$ cat src/rtl/irq_seq_pkg.sv
package irq_seq_pkg;

   typedef enum logic [1:0] {
      SQ_IDLE   = 2'd0,
      SQ_ENTRY  = 2'd1,
      SQ_RETURN = 2'd2
   } sq_state_t;

   localparam int ENTRY_CYCLES  = 8;
   localparam int RETURN_CYCLES = 4;
   localparam int STEP_W        = 3;

   // entry step numbers
   localparam logic [STEP_W-1:0] EN_PUSH_HI = 3'd2;
   localparam logic [STEP_W-1:0] EN_PUSH_LO = 3'd3;
   localparam logic [STEP_W-1:0] EN_PUSH_ST = 3'd4;
   localparam logic [STEP_W-1:0] EN_VEC_LO  = 3'd5;
   localparam logic [STEP_W-1:0] EN_VEC_HI  = 3'd6;

   // return step numbers
   localparam logic [STEP_W-1:0] RT_POP_ST = 3'd0;
   localparam logic [STEP_W-1:0] RT_POP_LO = 3'd1;
   localparam logic [STEP_W-1:0] RT_POP_HI = 3'd2;

endpackage

$ cat src/rtl/irq_req_latch.sv
module irq_req_latch #(
   parameter int NUM_SRC = 4
) (
   input  logic               clk,
   input  logic               rst_n,
   input  logic [NUM_SRC-1:0] src_req_i,
   input  logic               nmi_req_i,
   input  logic               clr_cmd_i,
   input  logic [NUM_SRC-1:0] clr_mask_i,
   input  logic [NUM_SRC-1:0] ack_src_i,
   input  logic               ack_nmi_i,
   output logic [NUM_SRC-1:0] pend_o,
   output logic               nmi_pend_o
);

   logic [NUM_SRC-1:0] drop;
   assign drop = ack_src_i | (clr_mask_i & {NUM_SRC{clr_cmd_i}});

   for (genvar gi = 0; gi < NUM_SRC; gi++) begin : g_src
      always_ff @(posedge clk) begin
         if (!rst_n)             pend_o[gi] <= 1'b0;
         else if (src_req_i[gi]) pend_o[gi] <= 1'b1;
         else if (drop[gi])      pend_o[gi] <= 1'b0;
      end

      // a pending latch survives any cycle without ack or clear
      p_latch_hold_r1: assert property (@(posedge clk) disable iff (!rst_n)
         (pend_o[gi] && !ack_src_i[gi] && !(clr_cmd_i && clr_mask_i[gi])) |=> pend_o[gi]);
   end

   always_ff @(posedge clk) begin
      if (!rst_n)         nmi_pend_o <= 1'b0;
      else if (nmi_req_i) nmi_pend_o <= 1'b1;
      else if (ack_nmi_i) nmi_pend_o <= 1'b0;
   end

   // an acknowledge only ever targets a latch that is pending
   p_ack_pending_r4: assert property (@(posedge clk) disable iff (!rst_n)
      ((ack_src_i & ~pend_o) == '0) && (!ack_nmi_i || nmi_pend_o));

endmodule

$ cat src/rtl/irq_prio_pick.sv
module irq_prio_pick #(
   parameter int              NUM_SRC  = 4,
   parameter int              ADDR_W   = 16,
   parameter logic [ADDR_W-1:0] VEC_BASE = 16'hFFE0
) (
   input  logic               clk,
   input  logic               rst_n,
   input  logic [NUM_SRC-1:0] pend_i,
   input  logic [NUM_SRC-1:0] src_en_i,
   input  logic               nmi_pend_i,
   input  logic               ie_i,
   input  logic               lock_i,
   output logic               win_valid_o,
   output logic               win_nmi_o,
   output logic [NUM_SRC-1:0] win_onehot_o,
   output logic [ADDR_W-1:0]  win_vec_o
);

   localparam int IDX_W = (NUM_SRC > 1) ? $clog2(NUM_SRC) : 1;
   localparam logic [ADDR_W-1:0] NMI_VEC = VEC_BASE + ADDR_W'(2 * NUM_SRC);

   logic [NUM_SRC-1:0] elig;
   logic [IDX_W-1:0]   idx;
   logic               any;

   assign elig = pend_i & src_en_i & {NUM_SRC{ie_i}};

   always_comb begin
      idx = '0;
      any = 1'b0;
      for (int i = NUM_SRC - 1; i >= 0; i--) begin
         if (elig[i]) begin
            idx = IDX_W'(i);
            any = 1'b1;
         end
      end
   end

   always_comb begin
      win_valid_o  = 1'b0;
      win_nmi_o    = 1'b0;
      win_onehot_o = '0;
      win_vec_o    = VEC_BASE;
      if (!lock_i) begin
         if (nmi_pend_i) begin
            win_valid_o = 1'b1;
            win_nmi_o   = 1'b1;
            win_vec_o   = NMI_VEC;
         end else if (any) begin
            win_valid_o       = 1'b1;
            win_onehot_o[idx] = 1'b1;
            win_vec_o         = VEC_BASE + {{(ADDR_W-IDX_W-1){1'b0}}, idx, 1'b0};
         end
      end
   end

   // at most one maskable winner, and none with a lower eligible index
   p_onehot_r6: assert property (@(posedge clk) disable iff (!rst_n)
      $onehot0(win_onehot_o));
   p_lowest_r6: assert property (@(posedge clk) disable iff (!rst_n)
      (win_valid_o && !win_nmi_o) |-> ((pend_i & src_en_i & (win_onehot_o - 1'b1)) == '0));
   // a maskable winner requires the master flag
   p_mask_r5: assert property (@(posedge clk) disable iff (!rst_n)
      (win_valid_o && !win_nmi_o) |-> ie_i);

endmodule

$ cat src/rtl/irq_seq_fsm.sv
module irq_seq_fsm
   import irq_seq_pkg::*;
#(
   parameter int ADDR_W     = 16,
   parameter int SP_W       = 8,
   parameter int STACK_PAGE = 1,
   parameter int IE_BIT     = 2,
   parameter logic [SP_W-1:0] SP_INIT = 8'hFF
) (
   input  logic              clk,
   input  logic              rst_n,
   input  logic              instr_done_i,
   input  logic              reti_cmd_i,
   input  logic              ei_cmd_i,
   input  logic              di_cmd_i,
   input  logic              win_valid_i,
   input  logic              win_nmi_i,
   input  logic [ADDR_W-1:0] win_vec_i,
   input  logic [ADDR_W-1:0] pc_i,
   input  logic [7:0]        psw_i,
   input  logic [7:0]        mem_rdata_i,
   output logic              accept_o,
   output logic              lock_o,
   output logic              ie_o,
   output logic              busy_o,
   output logic [SP_W-1:0]   sp_o,
   output logic [ADDR_W-1:0] mem_addr_o,
   output logic [7:0]        mem_wdata_o,
   output logic              mem_we_o,
   output logic              mem_re_o,
   output logic              pc_load_o,
   output logic [ADDR_W-1:0] pc_o,
   output logic              psw_load_o,
   output logic [7:0]        psw_o
);

   localparam int PAGE_W = ADDR_W - SP_W;
   localparam logic [PAGE_W-1:0] PAGE = PAGE_W'(STACK_PAGE);
   localparam logic [STEP_W-1:0] EN_LAST = STEP_W'(ENTRY_CYCLES - 1);
   localparam logic [STEP_W-1:0] RT_LAST = STEP_W'(RETURN_CYCLES - 1);

   sq_state_t         state_q;
   logic [STEP_W-1:0] step_q;
   logic [ADDR_W-1:0] ret_pc_q, vec_q;
   logic [7:0]        ret_psw_q, byte_a_q, byte_b_q, psw_q;
   logic [SP_W-1:0]   sp_q;
   logic              ie_q, lock_q;
   logic              ret_start, entry_last, ret_last;
   logic [7:0]        psw_mix;

   assign accept_o   = (state_q == SQ_IDLE) && instr_done_i && !reti_cmd_i && win_valid_i;
   assign ret_start  = (state_q == SQ_IDLE) && reti_cmd_i;
   assign entry_last = (state_q == SQ_ENTRY)  && (step_q == EN_LAST);
   assign ret_last   = (state_q == SQ_RETURN) && (step_q == RT_LAST);

   always_comb begin
      psw_mix         = psw_i;
      psw_mix[IE_BIT] = ie_q;
   end

   always_ff @(posedge clk) begin
      if (!rst_n) begin
         state_q   <= SQ_IDLE;
         step_q    <= '0;
         ret_pc_q  <= '0;
         ret_psw_q <= '0;
         vec_q     <= '0;
         byte_a_q  <= '0;
         byte_b_q  <= '0;
         psw_q     <= '0;
         sp_q      <= SP_INIT;
         ie_q      <= 1'b0;
         lock_q    <= 1'b0;
      end else begin
         case (state_q)
            SQ_IDLE: begin
               step_q <= '0;
               if (ret_start) begin
                  state_q <= SQ_RETURN;
               end else if (accept_o) begin
                  state_q   <= SQ_ENTRY;
                  ret_pc_q  <= pc_i;
                  ret_psw_q <= psw_mix;
                  vec_q     <= win_vec_i;
                  ie_q      <= 1'b0;
                  if (win_nmi_i) lock_q <= 1'b1;
               end else if (ei_cmd_i) begin
                  ie_q <= 1'b1;
               end else if (di_cmd_i) begin
                  ie_q <= 1'b0;
               end
            end
            SQ_ENTRY: begin
               step_q <= step_q + 1'b1;
               if (step_q == EN_PUSH_ST) sp_q     <= sp_q - SP_W'(3);
               if (step_q == EN_VEC_LO)  byte_a_q <= mem_rdata_i;
               if (step_q == EN_VEC_HI)  byte_b_q <= mem_rdata_i;
               if (entry_last) begin
                  state_q <= SQ_IDLE;
                  step_q  <= '0;
               end
            end
            SQ_RETURN: begin
               step_q <= step_q + 1'b1;
               if (step_q == RT_POP_ST) psw_q    <= mem_rdata_i;
               if (step_q == RT_POP_LO) byte_a_q <= mem_rdata_i;
               if (step_q == RT_POP_HI) byte_b_q <= mem_rdata_i;
               if (ret_last) begin
                  sp_q    <= sp_q + SP_W'(3);
                  ie_q    <= psw_q[IE_BIT];
                  lock_q  <= 1'b0;
                  state_q <= SQ_IDLE;
                  step_q  <= '0;
               end
            end
            default: begin
               state_q <= SQ_IDLE;
               step_q  <= '0;
            end
         endcase
      end
   end

   always_comb begin
      mem_addr_o  = {PAGE, sp_q};
      mem_wdata_o = '0;
      mem_we_o    = 1'b0;
      mem_re_o    = 1'b0;
      if (state_q == SQ_ENTRY) begin
         case (step_q)
            EN_PUSH_HI: begin
               mem_we_o    = 1'b1;
               mem_wdata_o = ret_pc_q[ADDR_W-1 -: 8];
            end
            EN_PUSH_LO: begin
               mem_we_o    = 1'b1;
               mem_addr_o  = {PAGE, sp_q - SP_W'(1)};
               mem_wdata_o = ret_pc_q[7:0];
            end
            EN_PUSH_ST: begin
               mem_we_o    = 1'b1;
               mem_addr_o  = {PAGE, sp_q - SP_W'(2)};
               mem_wdata_o = ret_psw_q;
            end
            EN_VEC_LO: begin
               mem_re_o   = 1'b1;
               mem_addr_o = vec_q;
            end
            EN_VEC_HI: begin
               mem_re_o   = 1'b1;
               mem_addr_o = vec_q + 1'b1;
            end
            default: ;
         endcase
      end else if (state_q == SQ_RETURN && step_q != RT_LAST) begin
         mem_re_o   = 1'b1;
         mem_addr_o = {PAGE, sp_q + SP_W'(step_q) + SP_W'(1)};
      end
   end

   assign busy_o     = (state_q != SQ_IDLE);
   assign lock_o     = lock_q;
   assign ie_o       = ie_q;
   assign sp_o       = sp_q;
   assign pc_load_o  = entry_last || ret_last;
   assign pc_o       = {byte_b_q, byte_a_q};
   assign psw_load_o = ret_last;
   assign psw_o      = psw_q;

   // busy only rises after a completed instruction or a return command
   p_start_r2: assert property (@(posedge clk) disable iff (!rst_n)
      $rose(busy_o) |-> $past(instr_done_i || reti_cmd_i));
   // the entry load lands exactly eight busy cycles after an idle cycle
   p_entry_len_r3: assert property (@(posedge clk) disable iff (!rst_n)
      (pc_load_o && !psw_load_o) |-> ($past(busy_o, 7) && !$past(busy_o, 8)));
   // the master flag is down for the whole entry
   p_ie_low_r4: assert property (@(posedge clk) disable iff (!rst_n)
      (state_q == SQ_ENTRY) |-> !ie_q);
   // consecutive pushes walk downward one byte at a time
   p_push_order_r7: assert property (@(posedge clk) disable iff (!rst_n)
      (mem_we_o && $past(mem_we_o)) |-> (mem_addr_o == $past(mem_addr_o) - 1'b1));
   p_bus_excl_r7: assert property (@(posedge clk) disable iff (!rst_n)
      !(mem_we_o && mem_re_o));
   p_sp_step_r7: assert property (@(posedge clk) disable iff (!rst_n)
      (sp_q != $past(sp_q)) |-> ((sp_q == $past(sp_q) - SP_W'(3)) || (sp_q == $past(sp_q) + SP_W'(3))));
   // while locked by a non-maskable entry, no new entry starts
   p_lock_r9: assert property (@(posedge clk) disable iff (!rst_n)
      (lock_q && state_q == SQ_IDLE) |=> (state_q != SQ_ENTRY));

endmodule

$ cat src/rtl/irq_entry_seq.sv
module irq_entry_seq #(
   parameter int                NUM_SRC    = 4,
   parameter int                ADDR_W     = 16,
   parameter int                SP_W       = 8,
   parameter int                STACK_PAGE = 1,
   parameter int                IE_BIT     = 2,
   parameter logic [SP_W-1:0]   SP_INIT    = 8'hFF,
   parameter logic [ADDR_W-1:0] VEC_BASE   = 16'hFFE0
) (
   input  logic               clk,
   input  logic               rst_n,
   input  logic [NUM_SRC-1:0] src_req,
   input  logic [NUM_SRC-1:0] src_en,
   input  logic               nmi_req,
   input  logic               clr_cmd,
   input  logic [NUM_SRC-1:0] clr_mask,
   input  logic               ei_cmd,
   input  logic               di_cmd,
   input  logic               instr_done,
   input  logic               reti_cmd,
   input  logic [ADDR_W-1:0]  pc_in,
   input  logic [7:0]         psw_in,
   output logic               busy,
   output logic               irq_en,
   output logic [SP_W-1:0]    sp_out,
   output logic [ADDR_W-1:0]  mem_addr,
   output logic [7:0]         mem_wdata,
   output logic               mem_we,
   output logic               mem_re,
   input  logic [7:0]         mem_rdata,
   output logic               pc_load,
   output logic [ADDR_W-1:0]  pc_out,
   output logic               psw_load,
   output logic [7:0]         psw_out
);

   initial begin
      assert (NUM_SRC >= 1 && NUM_SRC <= 32) else $error("NUM_SRC out of range");
      assert (ADDR_W == 16) else $error("return address is two bytes: ADDR_W must be 16");
      assert (SP_W >= 2 && SP_W < ADDR_W) else $error("SP_W must leave a page field");
      assert (IE_BIT >= 0 && IE_BIT < 8) else $error("IE_BIT must index the status byte");
      assert (VEC_BASE[0] == 1'b0) else $error("VEC_BASE must be even");
   end

   logic [NUM_SRC-1:0] pend, win_onehot, ack_src;
   logic               nmi_pend, win_valid, win_nmi, accept, lock, ack_nmi;
   logic [ADDR_W-1:0]  win_vec;

   assign ack_src = win_onehot & {NUM_SRC{accept && !win_nmi}};
   assign ack_nmi = accept && win_nmi;

   irq_req_latch #(.NUM_SRC(NUM_SRC)) u_latch (
      .clk        (clk),
      .rst_n      (rst_n),
      .src_req_i  (src_req),
      .nmi_req_i  (nmi_req),
      .clr_cmd_i  (clr_cmd),
      .clr_mask_i (clr_mask),
      .ack_src_i  (ack_src),
      .ack_nmi_i  (ack_nmi),
      .pend_o     (pend),
      .nmi_pend_o (nmi_pend)
   );

   irq_prio_pick #(
      .NUM_SRC  (NUM_SRC),
      .ADDR_W   (ADDR_W),
      .VEC_BASE (VEC_BASE)
   ) u_pick (
      .clk          (clk),
      .rst_n        (rst_n),
      .pend_i       (pend),
      .src_en_i     (src_en),
      .nmi_pend_i   (nmi_pend),
      .ie_i         (irq_en),
      .lock_i       (lock),
      .win_valid_o  (win_valid),
      .win_nmi_o    (win_nmi),
      .win_onehot_o (win_onehot),
      .win_vec_o    (win_vec)
   );

   irq_seq_fsm #(
      .ADDR_W     (ADDR_W),
      .SP_W       (SP_W),
      .STACK_PAGE (STACK_PAGE),
      .IE_BIT     (IE_BIT),
      .SP_INIT    (SP_INIT)
   ) u_fsm (
      .clk          (clk),
      .rst_n        (rst_n),
      .instr_done_i (instr_done),
      .reti_cmd_i   (reti_cmd),
      .ei_cmd_i     (ei_cmd),
      .di_cmd_i     (di_cmd),
      .win_valid_i  (win_valid),
      .win_nmi_i    (win_nmi),
      .win_vec_i    (win_vec),
      .pc_i         (pc_in),
      .psw_i        (psw_in),
      .mem_rdata_i  (mem_rdata),
      .accept_o     (accept),
      .lock_o       (lock),
      .ie_o         (irq_en),
      .busy_o       (busy),
      .sp_o         (sp_out),
      .mem_addr_o   (mem_addr),
      .mem_wdata_o  (mem_wdata),
      .mem_we_o     (mem_we),
      .mem_re_o     (mem_re),
      .pc_load_o    (pc_load),
      .pc_o         (pc_out),
      .psw_load_o   (psw_load),
      .psw_o        (psw_out)
   );

endmodule

$ cat config.mk
export PLATFORM = sky130hd
export DESIGN_NAME = irq_entry_seq
export DESIGN_NICKNAME = d
export VERILOG_FILES = /design/src/rtl/irq_seq_pkg.sv /design/src/rtl/irq_req_latch.sv /design/src/rtl/irq_prio_pick.sv /design/src/rtl/irq_seq_fsm.sv /design/src/rtl/irq_entry_seq.sv
export SDC_FILE = /design/constraint.sdc
export NUM_CORES = 1
export LEC_CHECK = 0
export BUFFER_PORTS_ARGS = -buffer_cell sky130_fd_sc_hd__buf_2
export CAP_MARGIN = 10
export CORE_AREA = 2 2 93 95
export DETAILED_ROUTE_END_ITERATION = 10
export DIE_AREA = 0 0 95 97
export HOLD_SLACK_MARGIN = 0.06
export PLACE_DENSITY = 0.79
export SLEW_MARGIN = 40
export SYNTH_ARGS = -nofsm -noshare
export SYNTH_HDL_FRONTEND = slang
export SYNTH_SLANG_ARGS = --single-unit
export TNS_END_PERCENT = 30
$ cat constraint.sdc
create_clock -name clk -period 3.09 [get_ports clk]
set_input_delay 0.309 -clock clk [delete_from_list [all_inputs] [get_ports clk]]
set_output_delay 0.309 -clock clk [all_outputs]
set_load 0.03 [all_outputs]
# After elaboration in Yosys (flattened, before gate mapping)
# Index checks and enable logic that the tools add are counted.
# word_totals
register_bits	84
inputBits	52
elab_cells	157
# op_classes
add_sub_neg	9
order_cmp	2
eq_ne	22
mux	69
bitwise_logic	6
reduce_logical	33
# ops
op	count
$mux W16	4
$mux W8	8
$pmux W16 S4	1
$pmux W8 S2	3
$mux W1	34
$pmux W8 S3	1
$add A16 B1 Y16 const B	1
$and A4 B4 Y4	4
$mux W2	8
$reduce_bool A2 Y1	8
$sub A8 B2 Y8 const B	2
$reduce_and A3 Y1	5
$eq A3 B3 Y1 const B	4
$mux W4	3
$logic_and A1 B1 Y1	10
$ne A2 B1 Y1 const B	5
$ne A2 B2 Y1 const B	5
$add A8 B1 Y8 const B	1
$add A8 B2 Y8 const B	1
$add A8 B3 Y8	1
$sub A8 B1 Y8 const B	1
$add A6 B4 Y7 const A	1
$eq A3 B2 Y1 const B	2
$mux W3	2
23 further kinds	26

# Depth between registers and ports, before layout
# depth
word_depth	17
depth_mapped	10
mapped_depth_nobuf	9

# Modules after synthesis
# Synthesis repeated with hierarchy kept, for this count alone.
# unflattened
hier_cells	640
hier_area_um2	5178.7
# by_module_without_submodules
mod	instances	cells_per_inst	area_per_inst_um2	seq_area_each_um2
irq_seq_fsm	1	580	4713.3	1581.5
irq_prio_pick	1	36	229.0	0.0
irq_req_latch	1	19	193.9	100.1
irq_entry_seq	1	5	42.5	0.0

# Worst setup path after synthesis
# OpenSTA, ideal clock, no wires.
# synth_timing
path_type	register to output
start	register u_fsm.sp_q[0] (netlist: u_fsm.sp_o[0])
end	output mem_addr[7]
arrival_ns	2.633
t_required_ns	2.781
setup_slack_ns	0.148
path_stages_with_launch	7
n_path_buf	1
cell_sequence	dfxtp_1 > buf_2 > inv_1 > ha_1 > o21ai_0 > nand3_1 > o311ai_0
# synth_via
elab_chain_cells	4
word_cells_on_any_way	7
classes_between	4 x add/sub; 3 x mux
# synth_rtl
item	line	rtl
from (decl)	irq_seq_fsm.sv:46	logic [SP_W-1:0] sp_q;
from (signal assigned)	irq_seq_fsm.sv:95	if (step_q == EN_PUSH_ST) sp_q <= sp_q - SP_W'(3);
from (signal assigned)	irq_seq_fsm.sv:109	sp_q <= sp_q + SP_W'(3);
$add A8 B3 Y8	irq_seq_fsm.sv:157	mem_addr_o = {PAGE, sp_q + SP_W'(step_q) + SP_W'(1)};
$add A8 B1 Y8	irq_seq_fsm.sv:157	
$mux W8	irq_seq_fsm.sv:155	end else if (state_q == SQ_RETURN && step_q != RT_LAST) begin
$mux W16 (*)	irq_seq_fsm.sv:129	if (state_q == SQ_ENTRY) begin
to (decl)	irq_entry_seq.sv:26	output logic [ADDR_W-1:0] mem_addr,
# Mark *: on every way between the ends. The rest lies on a longest branch, timed or not.

# Worst setup path after layout
# layout_timing
start	register u_fsm.sp_q[0] (netlist: u_fsm.sp_o[0])
end	output mem_addr[6]
# The elaborated chain is that of the path after synthesis.

==> impl_metrics.env <==
export IMPL_status="finished, final reports clean"
export IMPL_worst_slew_pin_slew_ns=0.7689
export IMPL_dieArea_um2=9215
export IMPL_clock_latency_ns=0.35
export IMPL_seq_power_share_pct=32.6
export IMPL_final_nets=688
export IMPL_swShare_pct=39.34
export IMPL_num_rows=33
export IMPL_fin_crit_ns=2.905
export IMPL_cts_made_buffers=9
export IMPL_power_share_clock_pct=26.5
export IMPL_drv_cap=0
export IMPL_clk_pin_slew_ns=0.08
export IMPL_initial_core_util_pct=51.92
export IMPL_power_leakage_uw=0.002292
export IMPL_arrival_ns=2.60
export IMPL_final_cell_mix="buf_2 (112), dfxtp_1 (72), nand2_1 (65), o21ai_0 (48), nor2b_1 (34)"
export IMPL_synth_area_um2=4223
export IMPL_grt_pass1_wl_mm=17.53
export IMPL_ant_nets=0
export IMPL_synth_fa_ha_area_share_pct=7.467
export IMPL_wl_per_cell_um=15.01
export IMPL_grt_pass1_vias=3820
export IMPL_combPwrFrac_pct=41.0
export IMPL_port_buffers=112
export IMPL_netlist_cell_type_count=60
export IMPL_clock_sinks=72
export IMPL_wl_met3_um=501
export IMPL_remaining_drc_errors=0
export IMPL_dp_hpwl_mm=7.719
export IMPL_postCtsSetupBuffers=0
export IMPL_syn_nets=594
export IMPL_relSlewSlack_pct=48.74
export IMPL_slew_violations=0
export IMPL_wl_mm=10.84
export IMPL_drtPass1Iterations=5
export IMPL_die_h_um=97
export IMPL_synth_simple_area_share_pct=23.59
export IMPL_grt_overflow=0
export IMPL_coreArea_um2=8134
export IMPL_gp_congestion=0.8589
export IMPL_highest_layer="met4"
export IMPL_yosys_warnings=0
export IMPL_layout_drive_gt1_share_pct=24.31
export IMPL_muxShareOfSynthArea_pct=6.430
export IMPL_grt_max_degree=65
export IMPL_min_path_type="input port to flop"
export IMPL_cp_slowest_cell="dfxtp_1"
export IMPL_cts_buffer_depth=2
export IMPL_drt_iter0_drc=227
export IMPL_synth_avg_cell_area_um2=8.152
export IMPL_powerDensity_nw_per_um2=696.3
export IMPL_internal_power_uw=2137
export IMPL_ys_ff_latch=72
export IMPL_synth_flop_cell="dfxtp_1"
export IMPL_final_common_cell="buf_2"
export IMPL_synth_edf_count=0
export IMPL_path_class="flop to primary output"
export IMPL_critPathCaptureType="primary output"
export IMPL_io_pins=114
export IMPL_finalHoldViolCount=0
export IMPL_die_w_um=95
export IMPL_synth_top_family_by_area="simple AND/OR/NAND/NOR gates"
export IMPL_cp_required_ns=2.78
export IMPL_synthCells=518
export IMPL_cts_htree_levels=3
export IMPL_cts_root_buf="clkbuf_8"
export IMPL_tns_ns=0
export IMPL_routed_via_density=5.684
export IMPL_cts_tree="done"
export IMPL_routedLengthMet1_mm=4.881
export IMPL_diodes=0
export IMPL_num_fill_cells=724
export IMPL_area_growth_syn_to_layout_pct=19.82
export IMPL_timing_fmax_mhz=344.2
export IMPL_startpoint_type="flop"
export IMPL_synthXorXnorAreaFrac_pct=0.8296
export IMPL_path_cells="inv_1, ha_1, inv_1, fa_1, a21o_1, nand3_1, nor2_1, mux2_2, nor2_1, buf_2"
export IMPL_dr_total_vias=4104
export IMPL_final_cells=722
export IMPL_seq_area_frac_synth_pct=34.13
export IMPL_antenna_found_initial=0
export IMPL_fin_crit_sh_pct=94.02
export IMPL_async_reset_ff_share_pct=0
export IMPL_path_max_fanout=10
export IMPL_rsz0062_at_grt="no"
export IMPL_route_met2_wl_mm=5.309
export IMPL_postLayoutCoreUtil_pct=62.21
export IMPL_skew_ns=0.009472
export IMPL_ir_worst_vdd_mv=0.3856
export IMPL_timing_final_setup_violations=0
export IMPL_cp_slowest_stage_delay_ns=0.48
export IMPL_dp_cells=706
export IMPL_p_sw_uw=1386
export IMPL_synth_compound_area_share_pct=21.27
export IMPL_grt_util_all_layers_pct=23.25
-- cells in the mapped netlist, types with 4 or more instances --
| master | instances | share of area (%) |
|---|---|---|
| buf_2 | 17 | 2.0 |
| clkbuf_1 | 14 | 1.2 |
| nand2_1 | 65 | 5.8 |
| nor2_1 | 33 | 2.9 |
| a31oi_1 | 5 | 0.74 |
| nand2b_1 | 5 | 0.74 |
| nand3_1 | 33 | 3.9 |
| o21a_1 | 4 | 0.71 |
| nand4_1 | 5 | 0.74 |
| dfxtp_1 | 72 | 34 |
| nor3_1 | 7 | 0.83 |
| a211oi_1 | 5 | 0.89 |
| buf_4 | 6 | 1.1 |
| o311ai_0 | 4 | 0.83 |
| a222oi_1 | 8 | 1.9 |
| o211ai_1 | 7 | 1.2 |
| a21oi_1 | 20 | 2.4 |
| mux2i_1 | 26 | 6.2 |
| nor2b_1 | 34 | 5.0 |
| o21ai_0 | 48 | 5.7 |
| a21boi_0 | 5 | 0.89 |
| nor3b_1 | 4 | 0.71 |
| ha_1 | 22 | 6.5 |
| inv_1 | 18 | 1.6 |
-- path summary, 6_finish.rpt --
| kind | slack [ns] | from | cells after the start | end |
|---|---|---|---|---|
| worst max-delay path | 0.18 | u_fsm.sp_o[0] | 10 | mem_addr[6] |
| worst min-delay path | 0.17 | src_req[0] | 2 | u_latch.pend_o[0] |
| worst max register to register | 0.60 | u_fsm.state_q[0] | 9 | u_fsm.sp_o[6] |
| worst min register to register | 0.48 | u_fsm.ret_pc_q[1] | 2 | u_fsm.ret_pc_q[1] |
-- area by class of cell --
type	count	area, µm²	share of cell area [%]
tap	105	131.4	2.596
timing repair buffer	121	640.6	12.66
multi-input combinational	389	2522	49.85
clock inverter	6	115.1	2.275
sequential	72	1441	28.49
inverter	19	71.32	1.409
clock buffer	10	137.6	2.720
-- worst max-delay path, delay by kind of cell (launching register included) --
kind	cells	cell delay [ns]
flip-flops	1	0.48
buffers and inverters	3	0.46
adder cells (fa/ha/maj)	2	0.46
AND/OR/NAND/NOR	3	0.38
multiplexers	1	0.35
AO/OA/AOI/OAI	1	0.13
-- logic make-up after synthesis --
group | after synthesis
AO/OA/AOI/OAI | 133
XOR/XNOR | 4
adder cells (fa/ha/maj) | 24
buffers and inverters | 57
flip-flops | 72
multiplexers | 27
AND/OR/NAND/NOR | 201
-- timing repair --
item,CTS,global route
setup endpoints to repair,0,3
gates resized for setup,0,2
hold buffers,0,0
hold endpoints to repair,0,0
-- sequential cells by signal (all words and copies together) (netlist names) --
register            flops
u_fsm.psw_o             8
u_fsm.byte_b_q          8
u_latch.pend_o          4
u_fsm.vec_q             4
u_fsm.ret_psw_q         8
u_fsm.state_q           2
u_latch.nmi_pend_o      1
u_fsm.ret_pc_q         16
u_fsm.ie_o              1
u_fsm.step_q            3
u_fsm.sp_o              8
u_fsm.byte_a_q          8
u_fsm.lock_o            1
-- metal layers --
layer	vias up	track usage [%]
met5	-	0
met4	0	7.023
met3	15	4.751
met2	120	38.08
met1	1937	30.60
li1	2032	-
-- power by group through the flow --
stage               Combinational (µW)  Sequential [µW]  Clock [µW]
floorplan                          915             1310           0
global placement                  1400             1160           0
detailed placement                1440             1160           0
CTS                               1440             1140         948
global route                      1570             1160         987
finish                            1440             1150         932
-- metrics by stage --
step	area [µm²]	setup slack, ns	total power, µW	hold slack [ns]
5_1_grt	5060	0.02620	3719	0.1664
6_report	5060	0.1849	3523	0.1651
3_3_place_gp	4801	0.5138	2556	0.4532
3_5_place_dp	4801	0.4416	2600	0.4660
4_1_cts	5054	0.05238	3534	0.1532
2_1_floorplan	4223	0.1478	2225	0.4328
(Power assumes the default switching activity.)
